===== src/rtl/tw_rx_pkg.sv =====
package tw_rx_pkg;
    localparam int BAND_W   = 4;
    localparam int DIV_W    = 15;
    localparam int FEAT_W   = 7;
    localparam int PAD_W    = 8;
    // pulse positions derived from field widths
    localparam int BAND_END  = BAND_W;
    localparam int DIV_END   = BAND_W + DIV_W;
    localparam int SHORT_END = DIV_END - 1;
    localparam int FT_FIRST  = DIV_END + 1;
    localparam int FT_LAST   = DIV_END + FEAT_W;
    localparam int FRAME_END = FT_LAST + PAD_W;
    localparam int CNT_SAT   = FRAME_END + 1;
    localparam int CNT_W     = $clog2(CNT_SAT + 1);

    typedef enum logic [1:0] {
        RX_IDLE  = 2'd0,
        RX_SHIFT = 2'd1,
        RX_SAT   = 2'd2
    } rx_state_t;
endpackage


===== src/rtl/tw_sync.sv =====
module tw_sync #(
    parameter int W      = 3,
    parameter int STAGES = 2
) (
    input  logic         clk,
    input  logic         rst_n,
    input  logic [W-1:0] a_i,
    output logic [W-1:0] s_o
);
    logic [W-1:0] pipe [STAGES];

    for (genvar g = 0; g < STAGES; g++) begin : g_stage
        if (g == 0) begin : g_first
            always_ff @(posedge clk or negedge rst_n) begin
                if (!rst_n) pipe[g] <= '0;
                else        pipe[g] <= a_i;
            end
        end else begin : g_next
            always_ff @(posedge clk or negedge rst_n) begin
                if (!rst_n) pipe[g] <= '0;
                else        pipe[g] <= pipe[g-1];
            end
        end
    end

    assign s_o = pipe[STAGES-1];
endmodule


===== src/rtl/tw_frame_ctl.sv =====
module tw_frame_ctl
    import tw_rx_pkg::*;
(
    input  logic              clk,
    input  logic              rst_n,
    input  logic              dat,
    input  logic              ck_lvl,
    input  logic              en_lvl,
    output logic              band_ld,
    output logic              div_ld,
    output logic              div_short_ld,
    output logic              feat_ld,
    output logic [DIV_W-1:0]  sh_q,
    output logic [FEAT_W-1:0] ft_q
);
    localparam logic [CNT_W-1:0] P_BAND  = CNT_W'(BAND_END);
    localparam logic [CNT_W-1:0] P_SHORT = CNT_W'(SHORT_END);
    localparam logic [CNT_W-1:0] P_DIV   = CNT_W'(DIV_END);
    localparam logic [CNT_W-1:0] P_FT_LO = CNT_W'(FT_FIRST - 1);
    localparam logic [CNT_W-1:0] P_FT_HI = CNT_W'(FT_LAST);
    localparam logic [CNT_W-1:0] P_FRAME = CNT_W'(FRAME_END);
    localparam logic [CNT_W-1:0] P_SAT   = CNT_W'(CNT_SAT);

    rx_state_t        st, st_nx;
    logic [CNT_W-1:0] cnt;
    logic             ck_d, en_d;
    logic             ck_rise, ck_fall, en_rise, en_fall;

    assign ck_rise = ck_lvl & ~ck_d;
    assign ck_fall = ~ck_lvl & ck_d;
    assign en_rise = en_lvl & ~en_d;
    assign en_fall = ~en_lvl & en_d;

    // state register
    always_ff @(posedge clk or negedge rst_n) begin
        if (!rst_n) st <= RX_IDLE;
        else        st <= st_nx;
    end

    // next state
    always_comb begin
        st_nx = st;
        if (en_rise) begin
            st_nx = RX_SHIFT;
        end else begin
            unique case (st)
                RX_IDLE:  st_nx = RX_IDLE;
                RX_SHIFT: begin
                    if (en_fall)                           st_nx = RX_IDLE;
                    else if (ck_rise && cnt == P_SAT - 1'b1) st_nx = RX_SAT;
                end
                RX_SAT:   if (en_fall) st_nx = RX_IDLE;
                default:  st_nx = RX_IDLE;
            endcase
        end
    end

    // edge history, pulse counter and shift registers
    always_ff @(posedge clk or negedge rst_n) begin
        if (!rst_n) begin
            ck_d <= 1'b0;
            en_d <= 1'b0;
            cnt  <= '0;
            sh_q <= '0;
            ft_q <= '0;
        end else begin
            ck_d <= ck_lvl;
            en_d <= en_lvl;
            if (en_rise) begin
                cnt <= '0;
            end else if (st == RX_SHIFT && ck_rise) begin
                cnt <= cnt + 1'b1;
                if (cnt < P_DIV)
                    sh_q <= {sh_q[DIV_W-2:0], dat};
                if (cnt >= P_FT_LO && cnt < P_FT_HI)
                    ft_q <= {ft_q[FEAT_W-2:0], dat};
            end
        end
    end

    // commit strobes
    always_comb begin
        band_ld      = 1'b0;
        div_ld       = 1'b0;
        div_short_ld = 1'b0;
        feat_ld      = 1'b0;
        unique case (st)
            RX_SHIFT: begin
                band_ld      = ck_fall && cnt == P_BAND;
                div_ld       = ck_fall && cnt == P_DIV;
                feat_ld      = ck_fall && cnt == P_FRAME;
                div_short_ld = en_fall && cnt == P_SHORT;
            end
            RX_IDLE, RX_SAT: ;
            default: ;
        endcase
    end


    cnt_cap_chk: assert property (@(posedge clk) disable iff (!rst_n)
        cnt <= P_SAT);

    sat_quiet_chk: assert property (@(posedge clk) disable iff (!rst_n)
        st == RX_SAT |-> !(band_ld || div_ld || div_short_ld || feat_ld));

    idle_hold_chk: assert property (@(posedge clk) disable iff (!rst_n)
        (st == RX_IDLE && !en_rise) |=> ($stable(cnt) && $stable(sh_q) && $stable(ft_q)));
endmodule


===== src/rtl/tw_ctrl_regs.sv =====
module tw_ctrl_regs
    import tw_rx_pkg::*;
#(
    parameter int RST_DIV = 256
) (
    input  logic              clk,
    input  logic              rst_n,
    input  logic              band_ld,
    input  logic              div_ld,
    input  logic              div_short_ld,
    input  logic              feat_ld,
    input  logic [DIV_W-1:0]  sh_q,
    input  logic [FEAT_W-1:0] ft_q,
    output logic [BAND_W-1:0] band_q,
    output logic [DIV_W-1:0]  div_q,
    output logic [FEAT_W-1:0] feat_q
);
    always_ff @(posedge clk or negedge rst_n) begin
        if (!rst_n) begin
            band_q <= '0;
            div_q  <= DIV_W'(RST_DIV);
            feat_q <= '0;
        end else begin
            if (band_ld)      band_q <= sh_q[BAND_W-1:0];
            if (div_ld)       div_q  <= sh_q;
            if (div_short_ld) div_q  <= {1'b0, sh_q[DIV_W-2:0]};
            if (feat_ld)      feat_q <= ft_q;
        end
    end
endmodule


===== src/rtl/tw_ctrl_rx.sv =====
module tw_ctrl_rx
    import tw_rx_pkg::*;
#(
    parameter int SYNC_STAGES = 2,
    parameter int RST_DIV     = 256
) (
    input  logic              clk,
    input  logic              rst_n,
    input  logic              sdat_i,
    input  logic              sclk_i,
    input  logic              sen_i,
    output logic [BAND_W-1:0] band_o,
    output logic [DIV_W-1:0]  div_o,
    output logic [FEAT_W-1:0] feat_o
);
    logic [2:0]        bus_s;
    logic              band_ld, div_ld, div_short_ld, feat_ld;
    logic [DIV_W-1:0]  sh_q;
    logic [FEAT_W-1:0] ft_q;

    tw_sync #(.W(3), .STAGES(SYNC_STAGES)) u_sync (
        .clk   (clk),
        .rst_n (rst_n),
        .a_i   ({sen_i, sclk_i, sdat_i}),
        .s_o   (bus_s)
    );

    tw_frame_ctl u_ctl (
        .clk          (clk),
        .rst_n        (rst_n),
        .dat          (bus_s[0]),
        .ck_lvl       (bus_s[1]),
        .en_lvl       (bus_s[2]),
        .band_ld      (band_ld),
        .div_ld       (div_ld),
        .div_short_ld (div_short_ld),
        .feat_ld      (feat_ld),
        .sh_q         (sh_q),
        .ft_q         (ft_q)
    );

    tw_ctrl_regs #(.RST_DIV(RST_DIV)) u_regs (
        .clk          (clk),
        .rst_n        (rst_n),
        .band_ld      (band_ld),
        .div_ld       (div_ld),
        .div_short_ld (div_short_ld),
        .feat_ld      (feat_ld),
        .sh_q         (sh_q),
        .ft_q         (ft_q),
        .band_q       (band_o),
        .div_q        (div_o),
        .feat_q       (feat_o)
    );


    band_src_chk: assert property (@(posedge clk) disable iff (!rst_n)
        band_o != $past(band_o) |-> $past(band_ld));

    div_src_chk: assert property (@(posedge clk) disable iff (!rst_n)
        div_o != $past(div_o) |-> $past(div_ld || div_short_ld));

    short_msb_chk: assert property (@(posedge clk) disable iff (!rst_n)
        $past(div_short_ld) |-> div_o[DIV_W-1] == 1'b0);

    feat_src_chk: assert property (@(posedge clk) disable iff (!rst_n)
        feat_o != $past(feat_o) |-> $past(feat_ld));
endmodule


===== config.mk =====
export PLATFORM = sky130hd
export DESIGN_NAME = tw_ctrl_rx
export DESIGN_NICKNAME = d
export VERILOG_FILES = /design/src/rtl/tw_rx_pkg.sv /design/src/rtl/tw_sync.sv /design/src/rtl/tw_frame_ctl.sv /design/src/rtl/tw_ctrl_regs.sv /design/src/rtl/tw_ctrl_rx.sv
export SDC_FILE = /design/constraint.sdc
export NUM_CORES = 1
export LEC_CHECK = 0
export BUFFER_PORTS_ARGS = -buffer_cell sky130_fd_sc_hd__buf_4
export CORE_UTILIZATION = 43
export CTS_BUF_LIST = sky130_fd_sc_hd__clkbuf_8 sky130_fd_sc_hd__clkbuf_16
export CTS_CLUSTER_SIZE = 8
export DETAILED_ROUTE_END_ITERATION = 8
export PLACE_DENSITY = 0.63
export SLEW_MARGIN = 20
export SYNTH_ARGS = -nofsm -noshare
export SYNTH_HDL_FRONTEND = slang
export SYNTH_HIERARCHICAL = 1
export SYNTH_SLANG_ARGS = --single-unit

===== constraint.sdc =====
create_clock -name clk -period 6.1 [get_ports clk]
set_clock_uncertainty 0.2 [all_clocks]
set_input_delay 0.61 -clock clk [delete_from_list [all_inputs] [get_ports clk]]
set_output_delay 0.61 -clock clk [all_outputs]
set_load 0.02 [all_outputs]

==> run summary <==
For this design, the sink count on the clock tree is 64. The share of total power dissipated in the clock network is 40.8%. Placeable core region: 6030 sq um. The relative contribution of combinational cells to total power is 5.5%. Entering global routing, the biggest net connects 65 pins. The die is 81.8 microns wide. The sum of internal, switching and leakage power came out at 870 uW. The detailed-route wire length was 4.26 mm; the number of optimization iterations in the first detailed-route pass was 4. The launch point of the worst reg-to-reg path is u_ctl/cnt[0]. The post-synthesis instance area was 2740 sq um; the global-route wire length before repair was 7.15 mm.

The synthesized netlist contains 34 unique library cells. The tools report the post-layout instance area as 3160 sq um. The peak fanout along the critical path works out to 7. Synthesis produced a netlist with a net count of 195. The number of global-route vias before repair came out at 1,419. The total power divided by cell area was 275 nW/um^2.

The internal cell power is 658 uW. The transition time of the tightest slew-check pin is 0.770 ns, and the final hold violation count is 0. Cells fill 52.4% of the core in the end. For this run, design rule violations remaining after detail routing come to 0. The logs give 0.00159 uW for the standby leakage power and 9 for the total clock buffers created by CTS. The tools report the buffer type at the clock tree root as clkbuf_8. The kind of critical path was flop to flop. The area growth from synthesis to final layout came out at 15.4%. The flow ran to the end, and the final reports show no timing, DRC or antenna violations. The number of DRC violations after detailed-routing iteration 0 came out at 37.

Traced cell by cell, the critical path runs through inv_1 -> ha_1 -> nor4b_1 -> nand2_1 -> nor2b_1 -> mux2_2. The number of antenna violations at the first check in global routing was 0. The share of post-route cells with drive strength above 1 came out at 45.0%. STA classifies the critical path startpoint as a flop. Count of fill cells added during filler insertion: 514. Gates resized during post-CTS repair numbered 0. In this run the critical register-to-register path is captured at u_regs/feat_q[0].

Data required time of the worst path: 6.12 ns. The maximum cell stage delay along the critical path is 0.55 ns, and the relative max-transition margin is 48.6%. The count of buffer and inverter cells on the critical path works out to 1. Summing all placed instances gives a cell area of 2960 sq um.

For the worst ir drop on vdd, the log shows 0.212 mV. Counting I/O delays and the setup requirement, the final critical path takes 2.44 ns. Pin placement for this block handled 31 I/O pins.

In this design, the largest share of critical-path delay is due to simple AND/OR/NAND/NOR gates. The type of element capturing the critical path was a flop. The die covers 6690 sq um. Setup repair after global routing left no endpoint under its margin. Number of buffers added to fix hold violations after cts: 0.

The tightest min-delay check is of the input port to asynchronous set/reset pin type. Timing would allow up to 0.410 GHz. The setup check on the worst reg-to-reg path leaves a slack of 3.66 ns.

TritonCTS built the clock tree. Dividing the detail-routed wire length by the instance count gives 14.4 microns. Row generation in the floorplan step produced 28 rows.

The worst register-to-register path has a depth of 6. No sink is reached through more buffers than the 2 on the longest clock path. The count of pins over their slew limit was 0; the antenna diode count was 0.

The tools report the instance count of the mapped netlist as 184. The die is 81.8 microns tall. The critical path starts at u_ctl/cnt[0]. Of the total power, registers draw 53.7%.

The initial utilization of the core area, before any placement, comes to 45.4%. Buffers added to address setup during post-CTS repair amount to 0. After routing, the total negative slack on setup checks comes to 0 ns. The HPWL after detailed placement is 2.79 mm.

Routed via count: 1,502. In this run, synthesis produced a sequential element count of 64. The tools report the global-route congestion overflow total as 0. In this run switching power makes up 24.3% of total power. The congestion estimate from routability-driven global placement came to 0.803. The logs give 0.34 ns for the clock latency on the worst-skew pair and 6 for the count of synthesis-stage warnings from yosys. Clock-pin slew was measured on the worst setup and hold paths at 0.07 ns.

The run gives 14.9% as the global-route usage over all layers. The logs give 0 for the max-cap check violation count and 2.46 ns for the data arrival time of the critical path. The run gives 58.5% as the sequential cell area fraction in the yosys report. The mean area per synthesized cell works out to 14.9 sq um.

The via density per instance was 5.09. The total number of nets in the final design is 226, and the post-route clock period utilization is 40.0%. Worst-path cell with the longest stage delay: nor2b_1. The number of H-tree branching levels was 3; the number of I/O port buffers was 30. For this design the total switching power over the nets is 212 uW. Setup violations remaining at the end of the flow were counted as 0. The count of nets left with antenna violations once routing finished came out at 0.
-- layer usage --
layer | share of wire, % | vias up | wire [microns] | GRT usage, %
li1 | - | 716 | - | -
met1 | 48 | 745 | 2050 | 19.7
met2 | 45 | 37 | 1930 | 20.7
met3 | 5.8 | 4 | 245 | 7.33
met4 | 0.80 | 0 | 34 | 5.79
met5 | 0 | - | 0 | 0
-- power by group through the flow --
stage / registers [uW] / clock network [uW] / logic (uW)
after CTS: 467 / 370 / 49.5
after detailed placement: 475 / 0 / 49.2
final: 467 / 355 / 48.1
after global routing: 470 / 390 / 54.7
after floorplan: 468 / 0 / 34.5
after global placement: 474 / 0 / 47.2
-- area by class of cell --
| cell class | instances | area, sq um | area share, % |
|---|---|---|---|
| multi-input combinational | 105 | 1020 | 32.4 |
| tap | 75 | 93.8 | 2.97 |
| timing repair buffer | 30 | 225 | 7.13 |
| clock inverter | 7 | 71.3 | 2.26 |
| clock buffer | 9 | 124 | 3.92 |
| sequential | 64 | 1600 | 50.7 |
| inverter | 5 | 18.8 | 0.594 |
-- cells in the mapped netlist --
library cell	n	share of area [%]
nor2b_1	4	0.91
o31ai_1	2	0.55
nor4b_1	3	0.96
o21ai_0	3	0.55
buf_4	6	1.6
nand4b_2	1	0.55
inv_1	5	0.69
dfstp_2	1	0.96
mux2i_1	1	0.37
and4_1	2	0.64
or3_1	2	0.46
a21oi_1	5	0.91
a32o_1	1	0.37
nor4bb_1	1	0.37
nand3_1	3	0.55
mux2_4	17	9.3
nor2_1	3	0.41
nand4_1	1	0.23
and4bb_2	1	0.46
buf_2	1	0.18
and3_1	2	0.46
nand4bb_1	1	0.41
buf_6	2	0.82
ha_1	6	2.7
mux2_2	31	13
o311ai_0	1	0.32
dfrtp_1	63	58
and3b_1	1	0.32
nor3b_2	1	0.46
nand2_1	8	1.1
buf_12	1	0.73
nor2_4	1	0.41
nand3b_1	1	0.27
or4_1	2	0.55
-- worst max path at each step --
stage                            end  slack [ns]  depth (start not counted)
floorplan              u_ctl/ft_q[0]        4.02                          5
global placement    u_regs/feat_q[5]        3.70                          6
detailed placement  u_regs/feat_q[1]        3.66                          6
CTS                 u_regs/feat_q[0]        3.65                          6
global route        u_regs/feat_q[2]        3.45                          6
finish              u_regs/feat_q[0]        3.66                          6
-- placed cells by master (no fill, tap or decap), drive strengths merged --
cell type and instances:
nand4b 1, nor2b 4, dfrtp 63, and4bb 1
clkinvlp 3, dfstp 1, nand4 1, nor4bb 1
mux2i 1, buf 30, clkinv 2, nor4b 3
ha 6, bufinv 1, nor3b 1, nand4bb 1
nor2 4, o311ai 1, o31ai 2, nand3 3
a21oi 5, clkbuf 9, and4 2, or4 2
and3b 1, or3 2, mux2 48, a32o 1
o21ai 3, nand2 8, inv 6, nand3b 1
and3 2
-- logic make-up after synthesis --
group	share of synthesized area, %
DFF	58.5
muxes	22.4
and+or+nand+nor	9.51
buffers and inverters	4.07
AOI/OAI and AO/OA	2.70
adders and majority gates	2.74
-- state kept, by name, indices dropped and copies added, names as in the netlist, 3 cells and up --
name and count:
u_regs/band_q 4, u_regs/feat_q 7, u_ctl/sh_q 15, u_sync/s_o 3, u_sync/pipe 3, u_regs/div_q 15
u_ctl/cnt 6, u_ctl/ft_q 7
-- worst reg2reg max path, stage by stage, from the launching register on --
cell and delay, ns:
dfrtp_1 0.44, inv_1 0.13, ha_1 0.16, nor4b_1 0.32
nand2_1 0.13, nor2b_1 0.55, mux2_2 0.41
-- metrics by stage --
stage                     worst slack, ns  hold WS (ns)  instances
after CTS                            3.65         0.145        295
final                                3.66         0.136        295
after global routing                 3.45         0.151        295
after global placement               3.70         0.135        279
after detailed placement             3.66         0.136        279
after floorplan                      4.02         0.114        184
Power figures use the tool's default switching activity.
